## src/rtl/bemf_seq_pkg.sv

```systemverilog
package bemf_seq_pkg;
  // samples per electrical period
  localparam int DEF_SAMPLES = 48;
  // width of the period measurement
  localparam int DEF_TC_W    = 16;
endpackage

```

## src/rtl/bemf_period_timer.sv

```systemverilog
module bemf_period_timer #(
  parameter int N_SAMP = 48,
  parameter int TC_W   = 16
) (
  input  logic            clk,
  input  logic            rst_n,
  input  logic            en,
  input  logic            zc_in,
  output logic            zc_evt,
  output logic [TC_W-1:0] tc_meas,
  output logic [TC_W-1:0] tc_q,
  output logic            stall_q
);
  localparam int PRE_W = (N_SAMP > 1) ? $clog2(N_SAMP) : 1;
  localparam logic [PRE_W-1:0] PRE_LAST  = PRE_W'(N_SAMP - 1);
  localparam logic [PRE_W-1:0] PRE_START = PRE_W'(1);
  localparam logic [TC_W-1:0]  CNT_MAX   = {TC_W{1'b1}};

  logic [PRE_W-1:0] pre_q, pre_d;
  logic [TC_W-1:0]  cnt_q, cnt_d, tc_d;
  logic             stall_d, zc_q, tick;

  assign zc_evt  = en & zc_in & ~zc_q;
  assign tick    = (pre_q == PRE_LAST);
  assign tc_meas = (cnt_q == '0) ? TC_W'(1) : cnt_q;

  always_comb begin
    pre_d   = pre_q;
    cnt_d   = cnt_q;
    tc_d    = tc_q;
    stall_d = stall_q;
    if (!en) begin
      pre_d   = PRE_START;
      cnt_d   = '0;
      stall_d = 1'b0;
    end else if (zc_evt) begin
      pre_d   = PRE_START;
      cnt_d   = '0;
      stall_d = 1'b0;
      tc_d    = tc_meas;
    end else begin
      pre_d = tick ? '0 : pre_q + PRE_W'(1);
      if (tick) begin
        if (cnt_q == CNT_MAX) stall_d = 1'b1;
        else                  cnt_d   = cnt_q + TC_W'(1);
      end
    end
  end

  always_ff @(posedge clk or negedge rst_n) begin
    if (!rst_n) begin
      pre_q   <= PRE_START;
      cnt_q   <= '0;
      tc_q    <= CNT_MAX;
      stall_q <= 1'b0;
      zc_q    <= 1'b0;
    end else begin
      pre_q   <= pre_d;
      cnt_q   <= cnt_d;
      tc_q    <= tc_d;
      stall_q <= stall_d;
      zc_q    <= zc_in;
    end
  end

  p_restart_r2: assert property (@(posedge clk) disable iff (!rst_n)
    zc_evt |=> (cnt_q == '0) && !stall_q);
  p_tc_nonzero_r3: assert property (@(posedge clk) disable iff (!rst_n)
    zc_evt |=> (tc_q != '0));
  p_stall_sat_r8: assert property (@(posedge clk) disable iff (!rst_n)
    stall_q |-> (cnt_q == CNT_MAX));
  p_stall_keep_r8: assert property (@(posedge clk) disable iff (!rst_n)
    (stall_q && en && !zc_evt) |=> stall_q);
endmodule

```

## src/rtl/bemf_sample_divider.sv

```systemverilog
module bemf_sample_divider #(
  parameter int TC_W = 16
) (
  input  logic            clk,
  input  logic            rst_n,
  input  logic            en,
  input  logic            zc_evt,
  input  logic [TC_W-1:0] tc_meas,
  input  logic [TC_W-1:0] tc_q,
  output logic            stb_q
);
  logic [TC_W-1:0] dcnt_q, dcnt_d;
  logic            armed_q, armed_d, stb_d;

  always_comb begin
    dcnt_d  = dcnt_q;
    armed_d = armed_q;
    stb_d   = 1'b0;
    if (!en) begin
      dcnt_d  = '0;
      armed_d = 1'b0;
    end else if (zc_evt) begin
      dcnt_d  = tc_meas - TC_W'(1);
      armed_d = 1'b1;
    end else if (armed_q) begin
      if (dcnt_q == '0) begin
        stb_d  = 1'b1;
        dcnt_d = tc_q - TC_W'(1);
      end else begin
        dcnt_d = dcnt_q - TC_W'(1);
      end
    end
  end

  always_ff @(posedge clk or negedge rst_n) begin
    if (!rst_n) begin
      dcnt_q  <= '0;
      armed_q <= 1'b0;
      stb_q   <= 1'b0;
    end else begin
      dcnt_q  <= dcnt_d;
      armed_q <= armed_d;
      stb_q   <= stb_d;
    end
  end

  p_quiet_off_r9: assert property (@(posedge clk) disable iff (!rst_n)
    !en |=> !stb_q);
  p_unarmed_r10: assert property (@(posedge clk) disable iff (!rst_n)
    !armed_q |=> !stb_q);
  p_dcnt_window_r4: assert property (@(posedge clk) disable iff (!rst_n)
    armed_q |-> (dcnt_q < tc_q));
endmodule

```

## src/rtl/bemf_profile_addr.sv

```systemverilog
module bemf_profile_addr #(
  parameter int N_SAMP = 48,
  parameter int ADDR_W = 6
) (
  input  logic              clk,
  input  logic              rst_n,
  input  logic              en,
  input  logic              zc_evt,
  input  logic              stb,
  output logic [ADDR_W-1:0] addr_q
);
  localparam logic [ADDR_W-1:0] LAST = ADDR_W'(N_SAMP - 1);

  logic [ADDR_W-1:0] addr_d;

  always_comb begin
    addr_d = addr_q;
    if (!en || zc_evt)                 addr_d = '0;
    else if (stb && (addr_q != LAST))  addr_d = addr_q + ADDR_W'(1);
  end

  always_ff @(posedge clk or negedge rst_n) begin
    if (!rst_n) addr_q <= '0;
    else        addr_q <= addr_d;
  end

  p_addr_cap_r6: assert property (@(posedge clk) disable iff (!rst_n)
    addr_q <= LAST);
  p_addr_clear_r5: assert property (@(posedge clk) disable iff (!rst_n)
    zc_evt |=> (addr_q == '0));
  p_addr_step_r5: assert property (@(posedge clk) disable iff (!rst_n)
    (en && stb && !zc_evt && (addr_q != LAST)) |=> (addr_q == $past(addr_q) + ADDR_W'(1)));
endmodule

```

## src/rtl/bemf_sample_seq.sv

```systemverilog
module bemf_sample_seq
  import bemf_seq_pkg::*;
#(
  parameter int N_SAMP = DEF_SAMPLES,
  parameter int TC_W   = DEF_TC_W,
  localparam int ADDR_W = $clog2(N_SAMP)
) (
  input  logic              clk,
  input  logic              rst_n,
  input  logic              en,
  input  logic              zc_in,
  output logic [TC_W-1:0]   tc,
  output logic              stall,
  output logic              sample_stb,
  output logic [ADDR_W-1:0] prof_addr
);
  logic [1:0]      rst_sync_q;
  logic            rst_sn;
  logic            zc_evt;
  logic [TC_W-1:0] tc_meas;

  always_ff @(posedge clk or negedge rst_n) begin
    if (!rst_n) rst_sync_q <= 2'b00;
    else        rst_sync_q <= {rst_sync_q[0], 1'b1};
  end
  assign rst_sn = rst_sync_q[1];

  bemf_period_timer #(.N_SAMP(N_SAMP), .TC_W(TC_W)) u_timer (
    .clk(clk), .rst_n(rst_sn), .en(en), .zc_in(zc_in),
    .zc_evt(zc_evt), .tc_meas(tc_meas), .tc_q(tc), .stall_q(stall));

  bemf_sample_divider #(.TC_W(TC_W)) u_div (
    .clk(clk), .rst_n(rst_sn), .en(en), .zc_evt(zc_evt),
    .tc_meas(tc_meas), .tc_q(tc), .stb_q(sample_stb));

  bemf_profile_addr #(.N_SAMP(N_SAMP), .ADDR_W(ADDR_W)) u_addr (
    .clk(clk), .rst_n(rst_sn), .en(en), .zc_evt(zc_evt),
    .stb(sample_stb), .addr_q(prof_addr));
endmodule

```

## config.mk

```make
export PLATFORM = sky130hd
export DESIGN_NAME = bemf_sample_seq
export DESIGN_NICKNAME = d
export VERILOG_FILES = /design/src/rtl/bemf_seq_pkg.sv /design/src/rtl/bemf_period_timer.sv /design/src/rtl/bemf_sample_divider.sv /design/src/rtl/bemf_profile_addr.sv /design/src/rtl/bemf_sample_seq.sv
export SDC_FILE = /design/constraint.sdc
export NUM_CORES = 1
export LEC_CHECK = 0
export ABC_AREA = 0
export CORE_ASPECT_RATIO = 0.7
export CORE_MARGIN = 2
export CORE_UTILIZATION = 53
export DETAILED_ROUTE_END_ITERATION = 12
export PLACE_DENSITY = 0.71
export SLEW_MARGIN = 20
export SYNTH_ARGS = -nofsm -noshare
export SYNTH_HDL_FRONTEND = slang
export SYNTH_SLANG_ARGS = --single-unit
```

## constraint.sdc

```tcl
create_clock -name clk -period 3 [get_ports clk]
set_input_delay 0.6 -clock clk [delete_from_list [all_inputs] [get_ports clk]]
set_output_delay 0.6 -clock clk [all_outputs]
set_load 0.02 [all_outputs]
```

Yosys cells after proc, flatten, opt, wreduce, memory -nomap -nowiden
Cells that the tools add are included.
{"block": "totals", "register_bits": 66, "inputBits": 4}
{"block": "classes", "n_addsub": 6, "eq_ne": 8, "n_mux": 24, "n_bitwise": 3, "reduce_logical": 9}
{"operator": "$mux 16", "count": 9}
{"operator": "$sub 16x1->16 const B", "count": 3}
{"operator": "$logic_not 16->1", "count": 2}
{"operator": "$mux 6", "count": 5}
{"operator": "$add 16x1->16 const B", "count": 1}
{"operator": "$eq 16x16->1 const B", "count": 1}
{"operator": "$add 6x1->6 const B", "count": 2}
{"operator": "$mux 1", "count": 10}
{"operator": "$ne 3x1->1 const B", "count": 3}
{"operator": "$eq 6x6->1 const B", "count": 1}
{"operator": "$ne 6x6->1 const B", "count": 1}
{"operator": "$reduce_and 2->1", "count": 3}
{"operator": "$ne 3x3->1 const B", "count": 1}
{"operator": "$and 1x1->1", "count": 2}
{"operator": "$ne 2x1->1 const B", "count": 1}
{"operator": "$reduce_bool 2->1", "count": 1}
{"operator": "$logic_and 1x1->1", "count": 1}
{"operator": "$logic_not 1->1", "count": 1}
{"operator": "$logic_or 1x1->1", "count": 1}
{"operator": "$not 1->1", "count": 1}

Longest topological paths before layout
Gate-level depths: netlist of run 1.
{"block": "logic_depth", "ltp_word": 5, "depth_mapped": 11}

By module
Synthesis of run 1 repeated with hierarchy kept, for this count alone.
{"block": "unflattened", "cells_unflattened": 405, "area_unflattened_um2": 3857.4}
{"mod": "bemf_period_timer", "n_inst": 1, "cells_each": 202, "area_per_inst_um2": 2028.2}
{"mod": "bemf_sample_divider", "n_inst": 1, "cells_each": 165, "area_per_inst_um2": 1446.4}
{"mod": "bemf_profile_addr", "n_inst": 1, "cells_each": 35, "area_per_inst_um2": 329.1}
{"mod": "bemf_sample_seq", "n_inst": 1, "cells_each": 3, "area_per_inst_um2": 53.8}

Least setup slack after synthesis of run 1
Ideal clock, no wire load.
{"block": "synth_timing", "path_type": "input-to-reg", "start": "input en", "end": "register u_div.dcnt_q[14]", "setup_time_ns": 0.069, "arrival_time_ns": 2.514, "path_slack_ns": 0.418, "cell_stages": 11, "path_cell_list": "buf_6 > and3b_1 > buf_6 > buf_6 > buf_2 > o21a_1 > ha_1 > o21a_1 > nand2_2 > or4_1 > nand3_1"}
{"block": "synth_via", "elab_chain_len": 4, "word_cells_on_any_way": 5}
{"element": "from (decl)", "line": "bemf_sample_seq.sv:10", "source": "input logic en,"}
{"element": "$and 1x1->1 (2 in a row)", "line": "bemf_period_timer.sv:23", "source": "assign zc_evt = en & zc_in & ~zc_q;"}
{"element": "$mux 16", "line": "bemf_sample_divider.sv:22", "source": "end else if (zc_evt) begin"}
{"element": "$mux 16", "line": "bemf_sample_divider.sv:19", "source": "if (!en) begin"}
{"element": "to (signal assigned)", "line": "bemf_sample_divider.sv:41", "source": "dcnt_q <= dcnt_d;"}
{"element": "to (decl)", "line": "bemf_sample_divider.sv:12", "source": "logic [TC_W-1:0] dcnt_q, dcnt_d;"}
Parallel ways exist; a longest one is shown, timed or not.
A chain may end at the register's enable or synchronous reset.

Final worst setup path of run 1
{"block": "layout_timing", "start": "register u_div.dcnt_q[1]", "end": "register u_div.dcnt_q[8]"}
{"block": "layout_via", "elab_chain_len": 5, "word_cells_on_any_way": 6}
{"element": "$sub 16x1->16 / $logic_not 16->1 (equally long branches)", "line": "bemf_sample_divider.sv:30, bemf_sample_divider.sv:26"}
{"element": "$mux 16 (*)", "line": "bemf_sample_divider.sv:26", "source": "if (dcnt_q == '0) begin"}
{"element": "$mux 16 (*)", "line": "bemf_sample_divider.sv:25", "source": "end else if (armed_q) begin"}
{"element": "$mux 16 (*)", "line": "bemf_sample_divider.sv:22"}
{"element": "$mux 16 (*)", "line": "bemf_sample_divider.sv:19"}
Mark *: on every way between the ends. The rest lies on a longest branch, timed or not. The select of a mux whose other input is x is not followed.

==> run summary, run 1 <==
Status = complete, no violations
Critical Path End Type = register
Antenna Nets Post-Route = 0
CP max FO = 12
Mapped Nets = 385
Hold Path Class = reg2async
Clock Latency Late Sink = 350 ps
First-pass GRT wire length = 14.7 mm
Longest Clk Path Bufs = 2
NumNets Final = 446
Max rail drop VDD = 0.347 mV
Hold WS = 315 ps
Drt wl/cell = 17.1 um
Final hold violation count = 0
Final setup viols = 0
Largest net degree at the start of global routing = 45
Critical path arrival = 2930 ps
Vias in the first global route = 2794
Clock sink total = 66
Routed length on met3 = 639 um
PostCTS Resize Cnt = 0
Post-CTS Setup Bufs = 0
Clock transition at path regs = 80 ps
P&R area growth vs syn = 23.0%
Top sig layer = met4
Gr usage total = 0.268
Max_slew headroom = 0.471
DR WL met2 = 3.73 mm
Via count = 2967
DP Area = 4070 um^2
CP required = 3230 ps
PortBufs = 27
Post-route setup TNS = 0 ps
Num rows = 24
Remaining DRCs = 0
Post-synth ARST share = 1.00
Die ar. = 7250 um^2
Most used DFF post-synth = dfrtp_1
N_diodes = 0
CTS tree = done
Die Wd = 101 um
Number of cells produced by synthesis = 376
Commonest cells after routing, fill and taps aside = nand2_1, dfrtp_1, nor2_1
RSZ-0062 raised after global routing = no
Pre-antenna DRT Iters = 5
Quantity of hold-fixing buffers added after cts = 0
Final period util = 0.902
Share of cells above drive strength 1 = 0.192
Leakage = 0.00189 uW
Synth Area per Inst = 9.27 um^2
Commonest non-fill, non-tap cell in the layout = nand2_1
Post-Route WL = 8.87 mm
H-tree levels = 3
Core Box Area = 6310 um^2
Tightest Pin Transition = 791 ps
Post-synthesis cell type count = 53
Yosys warning count = 0
Area of the mapped netlist = 3490 um^2
Final Skew = 19.0 ps
Via density = 5.71
Max-Cap Viols = 0
Starting Density = 0.553
Dpl hpwl = 6.59 mm
Fmax = 0.369 GHz
Clk root buf = clkbuf_8
RePlAce Congestion = 0.899
Final Instance Area = 4290 um^2
Crit Path Class = reg2reg
Post-synth EDFFs = 0
Crit path launch type = register
Power per cell area = 693 nW/um^2
Ports = 28
DR iter-0 viols = 197
Fill cells = 517
Max Slew Vio Count = 0
Grt ovf = 0
Initial antenna violation count = 0
Num CTS Buffers = 9
Min Tclk post-route = 2710 ps
Met1 WL = 4.41 mm
Die Span Y = 71.9 um
Yosys reg bits = 66
Sequential area share after synthesis = 0.480
==> through the flow <==
step / setup slack (ps) / cells / utilization / power (uW)
after CTS: 335 / 520 / 0.680 / 2970
after floorplan: 418 / 376 / - / 1720
after global placement: 35.7 / 504 / 0.645 / 2110
final: 293 / 520 / 0.680 / 2970
after global routing: 105 / 520 / 0.680 / 3140
after detailed placement: -44.5 / 504 / 0.645 / 2120
==> final cells by class <==
class / count / area (um^2) / area share
timing repair buffer: 66 / 576 / 0.134
clock buffer: 11 / 141 / 0.0330
clock inverter: 5 / 77.6 / 0.0181
inverter: 7 / 26.3 / 0.00613
tap: 78 / 97.6 / 0.0228
multi-input combinational: 287 / 1690 / 0.395
sequential: 66 / 1680 / 0.391
==> logic make-up after synthesis <==
logic type / share of synthesized area
AO/OA/AOI/OAI: 0.144
XOR/XNOR: 0.0779
adder cells (fa/ha/maj): 0.0179
buffers and inverters: 0.0348
flip-flops: 0.480
other: 0.00108
AND/OR/NAND/NOR: 0.244
==> registers in the layout, indices dropped and copies added (netlist names) <==
| name | cells |
|---|---|
| u_div.armed_q | 1 |
| rst_sync_q | 2 |
| u_timer.stall_q | 1 |
| u_timer.tc_q | 16 |
| u_addr.addr_q | 6 |
| u_timer.zc_q | 1 |
| u_div.dcnt_q | 16 |
| u_timer.cnt_q | 16 |
| u_div.stb_q | 1 |
| u_timer.pre_q | 6 |
==> critical path, stage by stage (launching register included) <==
cell	delay, ps
dfrtp_1	420
nor4_1	530
and4_4	440
a21oi_1	90
o21a_1	210
ha_1	230
o21a_1	170
nand2_2	120
buf_4	120
xnor2_1	60
a22o_1	200
==> layer usage <==
metal | track usage | vias up
met1 | 0.419 | 1422
met2 | 0.373 | 105
li1 | - | 1429
met3 | 0.0654 | 11
met4 | 0.0646 | 0
met5 | 0 | -
==> Yosys cell counts (3+ instances only) <==
library cell   n  area share
a21oi_1       12       0.017
a22o_1         5       0.013
and3_1         5      0.0090
buf_2          4      0.0057
buf_6          4       0.013
clkbuf_1       8      0.0086
dfrtp_1       49        0.35
dfstp_2       17        0.13
ha_1           5       0.018
inv_1          7      0.0075
nand2_1       76       0.082
nand3_1       15       0.022
nand4_1       10       0.018
nor2_1        45       0.048
nor3_1         4      0.0057
nor4_1         8       0.014
o211ai_1       4      0.0086
o211ai_2       3       0.011
o21a_1         6       0.013
o21ai_0       18       0.026
xnor2_1       16       0.040
xor2_1        15       0.038
==> final timing paths <==
kind	start	endpoint	slack [ps]	cells past startpoint
max in group asynchronous	rst_sync_q[1]$_DFF_PN0_	u_timer.tc_q[0]$_DFFE_PN1P_	2020	1
min	rst_sync_q[1]$_DFF_PN0_	u_div.dcnt_q[6]$_DFFE_PN0P_	320	0
max reg2reg	u_div.dcnt_q[1]$_DFFE_PN0P_	u_div.dcnt_q[8]$_DFFE_PN0P_	290	10
min in group clk	rst_sync_q[0]$_DFF_PN0_	rst_sync_q[1]$_DFF_PN0_	370	0
min reg2reg	rst_sync_q[1]$_DFF_PN0_	u_div.dcnt_q[6]$_DFFE_PN0P_	320	0
max	u_div.dcnt_q[1]$_DFFE_PN0P_	u_div.dcnt_q[8]$_DFFE_PN0P_	290	10
==> power by group <==
part | internal [uW] | switching (uW) | total, uW
Combinational | 502 | 539 | 1040
Sequential | 981 | 113 | 1090
Clock | 488 | 348 | 837
(Power assumes the default switching activity.)
==> run 2, diff against run 1 <==
--- a/config.mk
+++ b/config.mk
@@ -5,12 +5,13 @@
 export SDC_FILE = /design/constraint.sdc
 export NUM_CORES = 1
 export LEC_CHECK = 0
-export ABC_AREA = 0
+export ABC_AREA = 1
 export CORE_ASPECT_RATIO = 0.7
 export CORE_MARGIN = 2
 export CORE_UTILIZATION = 53
+export CTS_CLUSTER_DIAMETER = 200
 export DETAILED_ROUTE_END_ITERATION = 12
-export PLACE_DENSITY = 0.71
+export PLACE_DENSITY = 0.7
 export SLEW_MARGIN = 20
 export SYNTH_ARGS = -nofsm -noshare
 export SYNTH_HDL_FRONTEND = slang
==> run summary, run 2 <==
Clock Latency Late Sink = 370 ps
Area of the mapped netlist = 3930 um^2
Share of cells above drive strength 1 = 0.149
Critical Path End = u_div.dcnt_q[6]$_DFFE_PN0P_
Final hold violation count = 0
Longest Clk Path Bufs = 2
Post-route setup TNS = 0 ps
PortBufs = 27
Commonest non-fill, non-tap cell in the layout = nand2_1
Die ar. = 8130 um^2
Final setup viols = 0
Post-CTS Setup Bufs = 0
R2R depth = 15
Critical Path End Type = register
Via density = 5.24
Crit path launch type = primary input
P&R area growth vs syn = 15.4%
Vias in the first global route = 3372
DP Area = 4340 um^2
Crit path launch = en
Critical path buffer and inverter count = 4
Pre-antenna DRT Iters = 5
Max Slew Vio Count = 0
Number of cells produced by synthesis = 524
Starting Density = 0.542
DR iter-0 viols = 189
PostCTS Resize Cnt = 0
Fmax = 0.405 GHz
Quantity of hold-fixing buffers added after cts = 0
Status = complete, no violations
Final period util = 0.824
RR Startpoint = u_div.dcnt_q[13]$_DFFE_PN0P_
Die Span Y = 76.1 um
Post-synth ARST share = 1.00
Num CTS Buffers = 9
Post-layout util = 0.626
Synth Area per Inst = 7.50 um^2
Drt wl/cell = 14.1 um
Final Skew = 13.9 ps
Antenna Nets Post-Route = 0
Clock transition at path regs = 70 ps
Final Instance Area = 4540 um^2
Tightest Pin Transition = 941 ps
Critical path arrival = 2720 ps
RePlAce Congestion = 0.872
RSZ-0062 raised after global routing = no
Post-synth EDFFs = 0
N_diodes = 0
Cell depth of the worst setup path = 13
Dpl hpwl = 7.07 mm
Leakage = 0.00214 uW
NumNets Final = 573
Via count = 3495
Biggest registers after layout = u_div.dcnt_q x16, u_timer.cnt_q x16, u_timer.tc_q x16
Die Wd = 107 um
Yosys top cell area share = 0.312
Ports = 28
Post-synthesis cell type count = 39
Max stage delay on crit path = 570 ps
First-pass GRT wire length = 16.2 mm
H-tree levels = 3
Worst r2r dst = u_div.dcnt_q[12]$_DFFE_PN0P_
CTS tree = done
Num rows = 26
Synth top cells by count = nand2_1, inv_1, nor2_1, dfrtp_1, nand3_1
Post-Route WL = 9.43 mm
Remaining DRCs = 0
CP cell instances = clkdlybuf4s50_1, nand3_4, inv_2, nand3_1, nand2_1, inv_1, ha_1, inv_1, nor2_1, nand2_1, nor2_1, o21ai_0, o22ai_1
CP max-delay cell = clkdlybuf4s50_1
Sequential area share after synthesis = 0.426
CP max FO = 15
Clock sink total = 66
Most used DFF post-synth = dfrtp_1
Power per cell area = 1190 nW/um^2
Commonest cells after routing, fill and taps aside = nand2_1, inv_1, nor2_1
Total power = 5400 uW
Synth area leader = dfrtp_1
Hold WS = 356 ps
Max_slew headroom = 0.373
Most frequent cell after synthesis = nand2_1
Hold Path Class = reg2reg
Core Box Area = 7250 um^2
Initial antenna violation count = 0
Mapped Nets = 533
CP required = 3250 ps
Max-Cap Viols = 0
Clk root buf = clkbuf_8
Gr usage total = 0.257
Min Tclk post-route = 2470 ps
Grt ovf = 0
Delay-heaviest family, CP = buffers and inverters
Max rail drop VDD = 0.859 mV
Largest net degree at the start of global routing = 44
Reg-to-reg setup timing slack = 640 ps
Yosys reg bits = 66
Crit Path Class = in2reg
Synth top area cells = dfrtp_1, dfstp_2, nand2_1
Yosys warning count = 0
==> run 2: cell types whose count changed after synthesis, sizes merged, moves of 7 or more <==
cell	before	now
inv	7	92
nand2	77	131
nand3	17	57
nor2	45	68
o211ai	7	0
o21ai	20	38
xnor2	16	0
xor2	15	5
==> run 2: logic make-up (layout without fill, tap and decap cells) <==
group,after synthesis,count (layout),share of synthesized area
AND/OR/NAND/NOR,280,280,0.348
other,1,1,0.000954
flip-flops,66,66,0.426
XOR/XNOR,5,5,0.0111
AO/OA/AOI/OAI,65,65,0.0910
adder cells (fa/ha/maj),5,5,0.0159
buffers and inverters,102,147,0.107
==> run 2: area by class of cell <==
class                      instances  area (um^2)
tap                               98          123
inverter                          92          345
clock inverter                     3         40.0
fill                             669         2720
timing repair buffer              39          360
clock buffer                      13          159
multi-input combinational        356         1840
sequential                        66         1670
==> run 2: worst reg2reg max path: stages, from the launching register on <==
cell	delay (ps)
dfrtp_1	400
nor2_2	160
nand2_2	80
nor2_4	290
nand3_1	130
nand3_1	100
nand2_1	80
inv_1	80
ha_1	160
inv_1	50
nor2_1	90
nand2_1	150
nor2_4	220
nand3_1	90
nand3_1	90
nand2_1	50
==> run 2: routing by layer <==
layer	vias to the layer above	track usage	wire (um)
met2	99	0.361	3950
met5	-	0	0
met4	0	0.0714	124
li1	1743	-	-
met1	1639	0.386	4790
met3	14	0.0753	561
==> run 2: how the worst min path moves through the flow <==
stage	start	cells past startpoint	to
after floorplan	rst_n	0	rst_sync_q[0]$_DFF_PN0_
after global placement	rst_sync_q[0]$_DFF_PN0_	0	rst_sync_q[1]$_DFF_PN0_
after detailed placement	rst_sync_q[0]$_DFF_PN0_	0	rst_sync_q[1]$_DFF_PN0_
after CTS	rst_sync_q[0]$_DFF_PN0_	0	rst_sync_q[1]$_DFF_PN0_
after global routing	rst_sync_q[0]$_DFF_PN0_	0	rst_sync_q[1]$_DFF_PN0_
final	rst_sync_q[0]$_DFF_PN0_	0	rst_sync_q[1]$_DFF_PN0_
==> run 2: power by group <==
| group | total (uW) | internal (uW) | switching (uW) | leakage, uW |
|---|---|---|---|---|
| Sequential | 1100 | 1010 | 87.8 | 0.000842 |
| Clock | 768 | 427 | 341 | 0.000103 |
| Combinational | 3540 | 1160 | 2380 | 0.00119 |
==> run 2: per-stage QoR <==
step,cells,setup WS (ps)
global placement,651,264
detailed placement,651,184
CTS,667,562
global route,667,328
floorplan,524,1060
finish,667,528
==> run 3, diff against run 2 <==
--- a/config.mk
+++ b/config.mk
@@ -11,7 +11,7 @@
 export CORE_UTILIZATION = 53
 export CTS_CLUSTER_DIAMETER = 200
 export DETAILED_ROUTE_END_ITERATION = 12
-export PLACE_DENSITY = 0.7
+export PLACE_DENSITY = 0.73
 export SLEW_MARGIN = 20
 export SYNTH_ARGS = -nofsm -noshare
 export SYNTH_HDL_FRONTEND = slang
==> constraint.sdc (replaced) <==
create_clock -name clk -period 2 [get_ports clk]
set_input_delay 0.4 -clock clk [delete_from_list [all_inputs] [get_ports clk]]
set_output_delay 0.4 -clock clk [all_outputs]
set_load 0.02 [all_outputs]
==> run summary, run 3 (same netlist as run 2, synthesis figures left out) <==
Ports = 28
Crit path launch type = register
Crit Path Class = reg2reg
Fmax = 0.428 GHz
Dpl hpwl = 8.10 mm
Busiest grt layer = met2
Fill cells = 482
Global routing usage on met3 = 0.0761
Met1 usage = 0.428
Starting Density = 0.542
Critical Path End Type = register
Max-Cap Viols = 0
Share of cells above drive strength 1 = 0.356
First-pass GRT wire length = 19.0 mm
PortBufs = 27
Clk root buf = clkbuf_8
Die ar. = 8130 um^2
CP required = 2230 ps
Final hold violation count = 0
Num rows = 26
H-tree levels = 3
Longest Clk Path Bufs = 2
Vias in the first global route = 3953
Commonest cells after routing, fill and taps aside = nand2_1, buf_4, inv_1
Quantity of hold-fixing buffers added after cts = 0
Pre-antenna DRT Iters = 7
N_diodes = 0
Initial antenna violation count = 0
RePlAce Congestion = 0.917
CP max FO = 6
Worst r2r dst = u_div.dcnt_q[6]$_DFFE_PN0P_
R2R depth = 15
Delay-heaviest family, CP = simple AND/OR/NAND/NOR gates
Drt wl/cell = 16.4 um
Status = complete, but fails checks
Final setup viols = 13
Violated checks = negative setup slack
Grt ovf = 0
Min Tclk post-route = 2340 ps
Post-route setup TNS = -2510 ps
Via density = 5.44
Num CTS Buffers = 9
CP max-delay cell = dfrtp_1
Commonest non-fill, non-tap cell in the layout = nand2_1
NumNets Final = 667
Antenna Nets Post-Route = 0
Remaining DRCs = 0
Hold Path Class = in2async
CP cell instances = nor2_2, nand2_2, nor2_4, nand2_4, buf_4, nand2_1, nand3_1, nand2_2, buf_4, inv_1, nand2_2, buf_4, nor2_4, o21ai_1, o22ai_1
Critical path buffer and inverter count = 4
Gr usage total = 0.298
Post-Route WL = 12.5 mm
Final Skew = 12.2 ps
Clock transition at path regs = 80 ps
Max Slew Vio Count = 0
Largest net degree at the start of global routing = 46
Core Box Area = 7250 um^2
Via count = 4139
Die Span Y = 76.1 um
RR Startpoint = u_div.dcnt_q[0]$_DFFE_PN0P_
P&R area growth vs syn = 41.9%
Biggest registers after layout = u_div.dcnt_q x16, u_timer.cnt_q x16, u_timer.tc_q x16
Max stage delay on crit path = 400 ps
Die Wd = 107 um
Final period util = 1.17
DR iter-0 viols = 341
GRT met2 Usage = 0.443
Clock sink total = 66
RSZ-0062 raised after global routing = yes
Critical path arrival = 2560 ps
Slack of the critical path = -336 ps
Clock Latency Late Sink = 350 ps
CTS tree = done
Reg-to-reg setup timing slack = -340 ps
## run 3: worst max path at each step
stage,start,cells past startpoint,endpoint
6_report,u_div.dcnt_q[0]$_DFFE_PN0P_,15,u_div.dcnt_q[6]$_DFFE_PN0P_
3_5_place_dp,en,15,u_div.dcnt_q[14]$_DFFE_PN0P_
2_1_floorplan,rst_sync_q[1]$_DFF_PN0_,0,u_addr.addr_q[0]$_DFFE_PN0P_
5_1_grt,u_div.dcnt_q[0]$_DFFE_PN0P_,15,u_div.dcnt_q[6]$_DFFE_PN0P_
4_1_cts,u_div.dcnt_q[0]$_DFFE_PN0P_,14,u_div.dcnt_q[14]$_DFFE_PN0P_
3_3_place_gp,en,13,u_div.dcnt_q[4]$_DFFE_PN0P_
## run 3: layer usage
layer  vias up  part of all wire
li1       1923                 -
met1      1977              0.44
met2       205              0.45
met3        34             0.084
met4         0             0.027
met5         -                 0
## run 3: what timing repair did
item | in CTS | in global routing
gates resized for setup | 39 | 44
pin swaps | 36 | 27
endpoints found under the setup margin | 18 | 28
setup buffers | 8 | 7
## run 3: cell type report
type / count / area (um^2) / share of cell area
clock inverters: 6 / 88.8 / 0.0159
clock buffers: 10 / 138 / 0.0247
multi-input cells: 356 / 2090 / 0.376
flip-flops and latches: 66 / 1670 / 0.300
repair buffers: 133 / 1110 / 0.200
inverters: 92 / 345 / 0.0619
well taps: 98 / 123 / 0.0220
## run 3: through the flow
stage,area [um^2],hold slack (ps),cells,utilization,worst slack (ps)
2_1_floorplan,3930,104,524,-,55.8
3_3_place_gp,4970,235,733,0.685,-284
4_1_cts,5370,189,755,0.741,-109
5_1_grt,5580,191,761,0.769,-424
6_report,5580,199,761,0.769,-336
3_5_place_dp,4970,243,733,0.685,-410
Power of run 3 is not shown: default switching activity piles up to over one toggle a cycle in this logic, so the estimate is an artifact.
